[src/rtl/scr_pkg.sv]
package scr_pkg;
   typedef logic [7:0] byte_t;

   localparam logic DIR_ENC = 1'b0;
   localparam logic DIR_DEC = 1'b1;

   localparam byte_t K_X0 = 8'h2B;
   localparam byte_t K_S0 = 8'h05;
   localparam byte_t K_X1 = 8'h35;
   localparam byte_t K_S1 = 8'h39;
   localparam byte_t K_X2 = 8'h5A;
   localparam byte_t K_S2 = 8'hB0;
   localparam byte_t K_X3 = 8'h38;
   localparam byte_t K_S3 = 8'h45;

   localparam byte_t SEED_PLAIN  = 8'h9B;
   localparam byte_t SEED_CIPHER = 8'h54;
endpackage

[src/rtl/scr_enc_stage.sv]
module scr_enc_stage
   import scr_pkg::*;
(
   input  byte_t plain_i,
   input  byte_t s1_i,
   input  byte_t s2_i,
   output byte_t cipher_o
);
   byte_t m0, m1, m2, m3;

   always_comb begin
      m0       = plain_i ^ s2_i ^ K_X0;
      m1       = byte_t'(m0 - K_S0) ^ K_X1;
      m2       = byte_t'(m1 - K_S1) ^ s1_i ^ K_X2;
      m3       = byte_t'(m2 - K_S2) ^ K_X3;
      cipher_o = byte_t'(m3 - K_S3);
   end
endmodule

[src/rtl/scr_dec_stage.sv]
module scr_dec_stage
   import scr_pkg::*;
(
   input  byte_t cipher_i,
   input  byte_t s1_i,
   input  byte_t s2_i,
   output byte_t plain_o
);
   byte_t n0, n1, n2;

   always_comb begin
      n0      = byte_t'(cipher_i + K_S3) ^ K_X3;
      n1      = byte_t'(n0 + K_S2) ^ K_X2 ^ s1_i;
      n2      = byte_t'(n1 + K_S1) ^ K_X1;
      plain_o = byte_t'(n2 + K_S0) ^ K_X0 ^ s2_i;
   end
endmodule

[src/rtl/scr_chain_state.sv]
module scr_chain_state
   import scr_pkg::*;
#(
   parameter byte_t INIT_A = SEED_PLAIN,
   parameter byte_t INIT_B = SEED_CIPHER
)(
   input  logic  clk_i,
   input  logic  rst_ni,
   input  logic  clear_i,
   input  logic  adv_i,
   input  byte_t nxt_a_i,
   input  byte_t nxt_b_i,
   output byte_t cur_a_o,
   output byte_t cur_b_o
);
   byte_t a_q, b_q;

   // A byte arriving with the clear pulse sees the seed values.
   assign cur_a_o = clear_i ? INIT_A : a_q;
   assign cur_b_o = clear_i ? INIT_B : b_q;

   always_ff @(posedge clk_i or negedge rst_ni) begin
      if (!rst_ni) begin
         a_q <= INIT_A;
         b_q <= INIT_B;
      end else if (adv_i) begin
         a_q <= nxt_a_i;
         b_q <= nxt_b_i;
      end else if (clear_i) begin
         a_q <= INIT_A;
         b_q <= INIT_B;
      end
   end

   // a clear with no byte leaves the seeds in place
   p_clear_seeds_r5: assert property (@(posedge clk_i) disable iff (!rst_ni)
      (clear_i && !adv_i) |=> (a_q == INIT_A && b_q == INIT_B));

   // with no byte for this direction and no clear the chain holds
   p_idle_hold_r8: assert property (@(posedge clk_i) disable iff (!rst_ni)
      (!clear_i && !adv_i) |=> ($stable(a_q) && $stable(b_q)));
endmodule

[src/rtl/scr_len_gate.sv]
module scr_len_gate #(
   parameter int MAX_LEN = 64
)(
   input  logic clk_i,
   input  logic rst_ni,
   input  logic sop_i,
   input  logic valid_i,
   output logic ready_o,
   output logic accept_o
);
   localparam int CW = $clog2(MAX_LEN + 1);
   localparam logic [CW-1:0] LIMIT = CW'(MAX_LEN);

   logic [CW-1:0] cnt_q;

   assign ready_o  = sop_i || (cnt_q < LIMIT);
   assign accept_o = valid_i && ready_o;

   always_ff @(posedge clk_i or negedge rst_ni) begin
      if (!rst_ni)       cnt_q <= '0;
      else if (sop_i)    cnt_q <= accept_o ? CW'(1) : '0;
      else if (accept_o) cnt_q <= cnt_q + CW'(1);
   end

   // the per-message byte count never passes the limit
   p_cnt_bound_r6: assert property (@(posedge clk_i) disable iff (!rst_ni)
      cnt_q <= LIMIT);
endmodule

[src/rtl/byte_chain_cipher.sv]
module byte_chain_cipher
   import scr_pkg::*;
#(
   parameter int    MAX_LEN = 64,
   parameter byte_t INIT_S1 = SEED_PLAIN,
   parameter byte_t INIT_S2 = SEED_CIPHER
)(
   input  logic       clk_i,
   input  logic       rst_ni,
   input  logic       sop_i,
   input  logic       mode_i,
   input  logic       in_valid_i,
   input  logic [7:0] in_data_i,
   output logic       in_ready_o,
   output logic       out_valid_o,
   output logic [7:0] out_data_o
);
   localparam int NDIR = 2;

   if (MAX_LEN < 1 || MAX_LEN > 255) begin : g_bad_len
      $error("byte_chain_cipher: MAX_LEN must lie in 1..255");
   end

   logic  accept;
   logic  [NDIR-1:0] adv;
   byte_t cur_a [NDIR];
   byte_t cur_b [NDIR];
   byte_t nxt_a [NDIR];
   byte_t nxt_b [NDIR];
   byte_t res   [NDIR];
   byte_t out_q;
   logic  vld_q;

   scr_len_gate #(.MAX_LEN(MAX_LEN)) u_gate (
      .clk_i    (clk_i),
      .rst_ni   (rst_ni),
      .sop_i    (sop_i),
      .valid_i  (in_valid_i),
      .ready_o  (in_ready_o),
      .accept_o (accept)
   );

   for (genvar d = 0; d < NDIR; d++) begin : g_dir
      assign adv[d] = accept && (mode_i == logic'(d));

      scr_chain_state #(.INIT_A(INIT_S1), .INIT_B(INIT_S2)) u_state (
         .clk_i   (clk_i),
         .rst_ni  (rst_ni),
         .clear_i (sop_i),
         .adv_i   (adv[d]),
         .nxt_a_i (nxt_a[d]),
         .nxt_b_i (nxt_b[d]),
         .cur_a_o (cur_a[d]),
         .cur_b_o (cur_b[d])
      );

      if (d == 0) begin : g_enc
         scr_enc_stage u_enc (
            .plain_i  (in_data_i),
            .s1_i     (cur_a[d]),
            .s2_i     (cur_b[d]),
            .cipher_o (res[d])
         );
         assign nxt_a[d] = in_data_i;
         assign nxt_b[d] = res[d];
      end else begin : g_dec
         scr_dec_stage u_dec (
            .cipher_i (in_data_i),
            .s1_i     (cur_a[d]),
            .s2_i     (cur_b[d]),
            .plain_o  (res[d])
         );
         assign nxt_a[d] = res[d];
         assign nxt_b[d] = in_data_i;
      end
   end

   always_ff @(posedge clk_i or negedge rst_ni) begin
      if (!rst_ni) begin
         vld_q <= 1'b0;
         out_q <= '0;
      end else begin
         vld_q <= accept;
         if (accept) out_q <= (mode_i == DIR_DEC) ? res[1] : res[0];
      end
   end

   assign out_valid_o = vld_q;
   assign out_data_o  = out_q;

   // one output exactly one cycle after each accepted byte
   p_one_out_r9: assert property (@(posedge clk_i) disable iff (!rst_ni)
      accept |=> out_valid_o);
   p_no_out_r9: assert property (@(posedge clk_i) disable iff (!rst_ni)
      !accept |=> !out_valid_o);

   // encode chaining keeps the produced byte
   p_enc_chain_r3: assert property (@(posedge clk_i) disable iff (!rst_ni)
      (accept && mode_i == DIR_ENC) |=> (sop_i || cur_b[0] == out_data_o));

   // decode chaining keeps the recovered plain byte
   p_dec_chain_r4: assert property (@(posedge clk_i) disable iff (!rst_ni)
      (accept && mode_i == DIR_DEC) |=> (sop_i || cur_a[1] == out_data_o));
endmodule

[config.mk]
export PLATFORM = sky130hd
export DESIGN_NAME = byte_chain_cipher
export DESIGN_NICKNAME = d
export VERILOG_FILES = /design/src/rtl/scr_pkg.sv /design/src/rtl/scr_enc_stage.sv /design/src/rtl/scr_dec_stage.sv /design/src/rtl/scr_chain_state.sv /design/src/rtl/scr_len_gate.sv /design/src/rtl/byte_chain_cipher.sv
export SDC_FILE = /design/constraint.sdc
export NUM_CORES = 1
export LEC_CHECK = 0
export ABC_AREA = 1
export BUFFER_PORTS_ARGS = -buffer_cell sky130_fd_sc_hd__buf_2
export CAP_MARGIN = 0
export CORE_AREA = 2 2 82 84
export CTS_BUF_LIST = sky130_fd_sc_hd__clkbuf_4 sky130_fd_sc_hd__clkbuf_8
export DETAILED_ROUTE_END_ITERATION = 12
export DIE_AREA = 0 0 84 86
export PLACE_DENSITY = 0.91
export SYNTH_ARGS = -nofsm -noshare
export SYNTH_HDL_FRONTEND = slang
export SYNTH_HIERARCHICAL = 1
export SYNTH_SLANG_ARGS = --single-unit
[constraint.sdc]
create_clock -name clk_i -period 2.5 [get_ports clk_i]
set_input_delay 0.375 -clock clk_i [delete_from_list [all_inputs] [get_ports clk_i]]
set_output_delay 0.375 -clock clk_i [all_outputs]
set_load 0.01 [all_outputs]
==> results of run 1 <==
[routing by layer]
metal / track usage / vias up / wire (microns)
li1: - / 1874 / -
met1: 0.354 / 1868 / 4300
met2: 0.532 / 242 / 5400
met3: 0.0626 / 65 / 1000
met4: 0.107 / 0 / 587
met5: 0 / - / 0
[registers in the layout, indices dropped and copies added, names as in the netlist]
| name | count |
|---|---|
| u_gate/cnt_q | 7 |
| g_dir.u_state/a_q | 16 |
| g_dir.u_state/b_q | 16 |
| out_valid_o | 1 |
| out_data_o | 8 |
[timing repair]
item,CTS,global route
buffers inserted,0,3
pin swaps,0,17
endpoints found under the hold margin,0,0
gates resized for setup,3,43
endpoints found under the setup margin,4,12
[worst reg2reg max path, cell delays in order, from the launching register on]
cell and delay (ns):
dfstp_2 0.55, or2_4 0.12, inv_2 0.04, nand2_2 0.07
nand2_4 0.07, inv_2 0.09, nand3_1 0.10, buf_4 0.15
nand3_2 0.07, buf_4 0.13, nand2_1 0.06, nand2_1 0.09
nand2_1 0.08, o21ai_2 0.08, nand3_1 0.10, nand2_1 0.12
xor2_2 0.26, nand3_1 0.13, nand3_1 0.09
[power breakdown]
group	switching, mW	total (mW)	internal, mW
registers	0.0826	1.01	0.923
logic	0.954	1.55	0.595
clock network	0.275	0.678	0.402
[final cells by class]
cell class                      count  area [sq um]
Clock inverter                      3          68.8
Sequential cell                    48          1220
Clock buffer                        5          68.8
Multi-Input combinational cell    423          2450
Inverter                           76           295
Timing Repair Buffer               71           480
Tap cell                           77          96.3
Fill cell                         409          1590
[cells by family (layout without fill, tap and decap cells)]
kind of cell,Yosys count,after routing,synth area share
AOI/OAI and AO/OA,29,29,0.0474
buffers and inverters,90,155,0.114
xor gates and xnor gates,30,30,0.0745
DFF,48,48,0.311
adders and majority gates,7,7,0.0223
and+or+nand+nor,357,357,0.431
[synth_stat cells (all sizes together), types with 5 or more instances]
cell type	n
nand4	6
dfrtp	32
inv	76
dfstp	16
nand3	86
xnor2	12
nand2	200
buf	13
or2	17
a21oi	5
xor2	18
nor2	42
ha	7
o21ai	24
[worst paths after layout]
path	from	endpoint	slack [ns]	cells after the start
setup / recovery	g_dir[0].u_state/b_q[2]	out_data_o[6]	0.07	18
hold / removal	rst_ni	u_gate/cnt_q[3]	0.21	1
setup reg to reg	g_dir[0].u_state/b_q[2]	out_data_o[6]	0.07	18
hold reg to reg	g_dir[1].u_state/b_q[3]	g_dir[1].u_state/b_q[3]	0.52	2
max in group asynchronous	rst_ni	g_dir[1].u_state/a_q[7]	1.56	2
min in group clk_i	in_data_i[7]	g_dir[0].u_state/a_q[7]	0.34	3
[per-stage QoR]
step | TNS [ns] | total power, mW | cell area (sq um) | cells | util
2_1_floorplan | 0 | 1.91 | 3930 | 561 | -
3_3_place_gp | -0.948 | 2.27 | 4330 | 692 | 0.690
3_5_place_dp | -1.92 | 2.33 | 4330 | 692 | 0.690
4_1_cts | -0.00312 | 3.06 | 4490 | 700 | 0.715
5_1_grt | -0.178 | 3.39 | 4690 | 703 | 0.746
6_report | 0 | 3.23 | 4690 | 703 | 0.746
==> impl_metrics.ini, run 1 <==
[cts]
h-tree-depth = 2
cts-root-buf = clkbuf_8
hold_buffers = 0
clk_path_buf_depth = 2
clk_latency_ns = 0.31
cts_tree = built
clock_sinks = 48
clkTransAtPathRegs_ns = 0.10
numCtsBuffers = 5

[synthesis]
yosysWarnings = 6
syn_area_sq_mm = 0.00393
async_reset_ff_frac = 1.00
yosysSeqAreaShare = 0.311
synth_ff_type = dfrtp_1
synth_edf_count = 0
avgSynthCellArea_sq_um = 7.01
yosys-top-cells-area = dfrtp_1 (20%), nand2_1 (17%), dfstp_2 (11%), nand3_1 (9.9%), inv_1 (6.1%)
synth.largest_area_cell = dfrtp_1
synth-seq-cells = 48
synth_nets = 581
synth_cell_types = 35
syn_inst = 561
yosysTopAreaCellShare = 0.204

[setup_path]
worstPathCellList = or2_4, inv_2, nand2_2, nand2_4, inv_2, nand3_1, buf_4, nand3_2, buf_4, nand2_1, nand2_1, nand2_1, o21ai_2, nand3_1, nand2_1, xor2_2, nand3_1, nand3_1
critical-path-max-stage-delay_ns = 0.55
cp_data_arrival_time_ns = 2.69
crit_fanout = 4
timing.critical_path.max_delay_family = simple AND/OR/NAND/NOR gates
worst-path-buf-inv = 4
crit_type = reg -> reg
cp-start-kind = register
endpoint_kind = register
crit_slowest_cell = dfstp_2
critical_path_required_ns = 2.75

[run]
max_cap_violations = 0

[outcome]
status = finished, final reports clean

[routing]
drc = 0
drt_iter0_drc = 411
wirelength_microns = 11300
route.antenna.remaining_nets = 0
drtPass1Iterations = 7
viasPerCell = 5.76
vias = 4049
wire_per_inst_microns = 16.1

[hold_path]
hold_path_class = in -> async

[sta]
slew_headroom = 0.354
setup_viol = 0
fin_crit_ns = 2.43
drv_slew = 0
finalClockSkew_ns = 0.0152
max_freq_mhz = 411
hold_viol = 0
setup_slack_ns = 0.0685
tightest_slew_ns = 0.969
fin_crit_sh = 0.973
rsz0062_at_grt = true
worst_hold_slack_ns = 0.210

[placement]
hpwl_microns = 7700
place_ws_ns = -0.349
numPortBuffers = 22
place.gp.congestion = 0.910

[floorplanning]
die_h_microns = 86
die_w_microns = 84
dieArea_sq_mm = 0.00722
start_util = 0.626
fp.coreArea_sq_mm = 0.00628
io_pins = 23
row_count = 29

[global_route]
antenna_found_initial = 0
grt_first_pass_wirelength_microns = 17300
grt_pass1_vias = 3805
grt_max_degree = 46
grt_usage = 0.297
grt-ovfl-total = 0

[layout]
diodes = 0
most-common-layout-cells = nand2_1 (161), nand3_1 (73), inv_1 (60), buf_4 (49), dfrtp_1 (32)
final_common_cell = nand2_1
drive_above_1_share = 0.331
syn_to_final_growth_pct = 19.2
final_nets = 645

[pwr]
power.leakage_nw = 2.47
powerDensity_mw_per_mm2 = 690
peakVddDrop_v = 0.000631
Note: power is estimated with default switching activity, not from simulation.
==> inputs of run 2 (changes only) <==
--- a/config.mk
+++ b/config.mk
@@ -12,6 +12,7 @@
 export CTS_BUF_LIST = sky130_fd_sc_hd__clkbuf_4 sky130_fd_sc_hd__clkbuf_8
 export DETAILED_ROUTE_END_ITERATION = 12
 export DIE_AREA = 0 0 84 86
+export MAX_ROUTING_LAYER = met4
 export PLACE_DENSITY = 0.91
 export SYNTH_ARGS = -nofsm -noshare
 export SYNTH_HDL_FRONTEND = slang
==> run 2 against run 1 <==
Compared with the run above:
- routed wire length is 1.5% lower
- maximum frequency is 1.6% higher
- via count is 0.44% lower
- critical path type unchanged
- critical endpoint unchanged
- largest cell class unchanged
- highest routed layer unchanged
==> impl_metrics.ini, run 2 (same netlist as run 1, synthesis figures left out) <==
[layout]
final_area_sq_mm = 0.00466
final_common_cell = nand2_1
syn_to_final_growth_pct = 18.6
diodes = 0
final_nets = 645
finalNonFillerCells = 703
most-common-layout-cells = nand2_1 (160), nand3_1 (74), inv_1 (60), buf_4 (49)
drive_above_1_share = 0.326
final_util = 0.742

[setup_path]
cp_data_arrival_time_ns = 2.65
critical_path_required_ns = 2.76
endpoint_kind = register
crit_type = reg -> reg
critical-path-max-stage-delay_ns = 0.54
cp-start-kind = register
crit_slowest_cell = dfstp_2
crit_fanout = 4
cpMostUsedCell = nand2_2
worstPathCellList = or2_4, inv_2, nand2_2, nand2_4, inv_2, nor2_4, nand2_2, nand2_2, nor2_4, nand2_4, nand2_1, nand2_1, nand2_1, inv_2, ha_4, nand3_1, nand2_2, xor2_2, nand3_1, nand3_1

[routing]
vias = 4031
wire_per_inst_microns = 15.8
wirelength_microns = 11100
drt_iter0_drc = 415
drc = 0
viasPerCell = 5.73
drtPass1Iterations = 6
route.antenna.remaining_nets = 0

[placement]
place_inst = 692
numPortBuffers = 22
place.gp.congestion = 0.926
placed_cell_area_sq_mm = 0.00433
hpwl_microns = 7700

[pwr]
power.leakage_nw = 2.46
finalPower_mw = 3.21
peakVddDrop_v = 0.000634
powerDensity_mw_per_mm2 = 690

[sta]
rsz0062_at_grt = true
tightest_slew_ns = 0.964
fin_crit_ns = 2.39
slew_headroom = 0.357
setup_viol = 0
fin_crit_sh = 0.958
finalClockSkew_ns = 0.0171
max_freq_mhz = 418
hold_viol = 0
drv_slew = 0

[floorplanning]
dieArea_sq_mm = 0.00722
start_util = 0.626
die_h_microns = 86
die_w_microns = 84
io_pins = 23
fp.coreArea_sq_mm = 0.00628
row_count = 29

[global_route]
grt_pass1_vias = 3808
antenna_found_initial = 0
grt_max_degree = 46
grt_first_pass_wirelength_microns = 17300
grt-ovfl-total = 0
grt_usage = 0.306

[cts]
clk_latency_ns = 0.31
clk_path_buf_depth = 2
cts-root-buf = clkbuf_8
clkTransAtPathRegs_ns = 0.10
h-tree-depth = 2
cts_tree = built
clock_sinks = 48
numCtsBuffers = 5

[run]
max_cap_violations = 0

[hold_path]
hold_path_class = in -> async

[outcome]
status = finished, final reports clean
-- run 2: final timing paths --
kind / from / endpoint / slack [ns] / cells past startpoint
worst min register to register: g_dir[0].u_state/a_q[5] / g_dir[0].u_state/a_q[5] / 0.52 / 2
worst max register to register: g_dir[0].u_state/b_q[2] / out_data_o[6] / 0.11 / 20
worst min-delay path: rst_ni / u_gate/cnt_q[2] / 0.21 / 1
max in group asynchronous: rst_ni / g_dir[1].u_state/a_q[7] / 1.58 / 2
worst max-delay path: g_dir[0].u_state/b_q[2] / out_data_o[6] / 0.11 / 20
min in group clk_i: in_data_i[7] / g_dir[0].u_state/a_q[7] / 0.34 / 3
-- run 2: routing by layer --
metal	up-vias	track usage	wire length, microns	share of wire
li1	1883	-	-	-
met1	1861	0.356	4180	0.38
met2	231	0.529	5410	0.49
met3	56	0.0626	1030	0.092
met4	0	0.109	499	0.045
met5	-	-	0	0
-- run 2: worst max-delay path, delay by kind of cell (launching register included) --
family | cells | cell delay, ns
xor+xnor | 1 | 0.26
simple gates | 15 | 1.20
flops | 1 | 0.54
buf+inv | 3 | 0.18
fa+ha+maj | 1 | 0.15
-- run 2: layout make-up --
type | instances | area, sq um
clock buffers | 5 | 68.8
clock inverters | 3 | 68.8
fillers | 417 | 1620
inverters | 76 | 295
multi-input cells | 423 | 2430
flip-flops and latches | 48 | 1220
well taps | 77 | 96.3
repair buffers | 71 | 480
-- run 2: metrics by stage --
stage,setup WS [ns],hold slack (ns),setup TNS [ns]
4_1_cts,-0.00312,0.231,-0.00312
3_5_place_dp,-0.349,0.489,-1.92
2_1_floorplan,0.119,0.0794,0
3_3_place_gp,-0.197,0.485,-0.948
6_report,0.106,0.206,0
5_1_grt,-0.0763,0.293,-0.183
-- run 2: where the power goes --
part,switching (mW),internal [mW],leakage (nW)
clock,0.279,0.403,0.0687
sequential,0.0812,0.923,0.584
combinational,0.939,0.589,1.80
-- run 2: timing repair --
item                       in CTS  in global routing
setup endpoints to repair       4                 12
setup buffers                   0                  3
resized for setup               3                 38
hold buffers                    0                  0
pin swaps                       0                 16
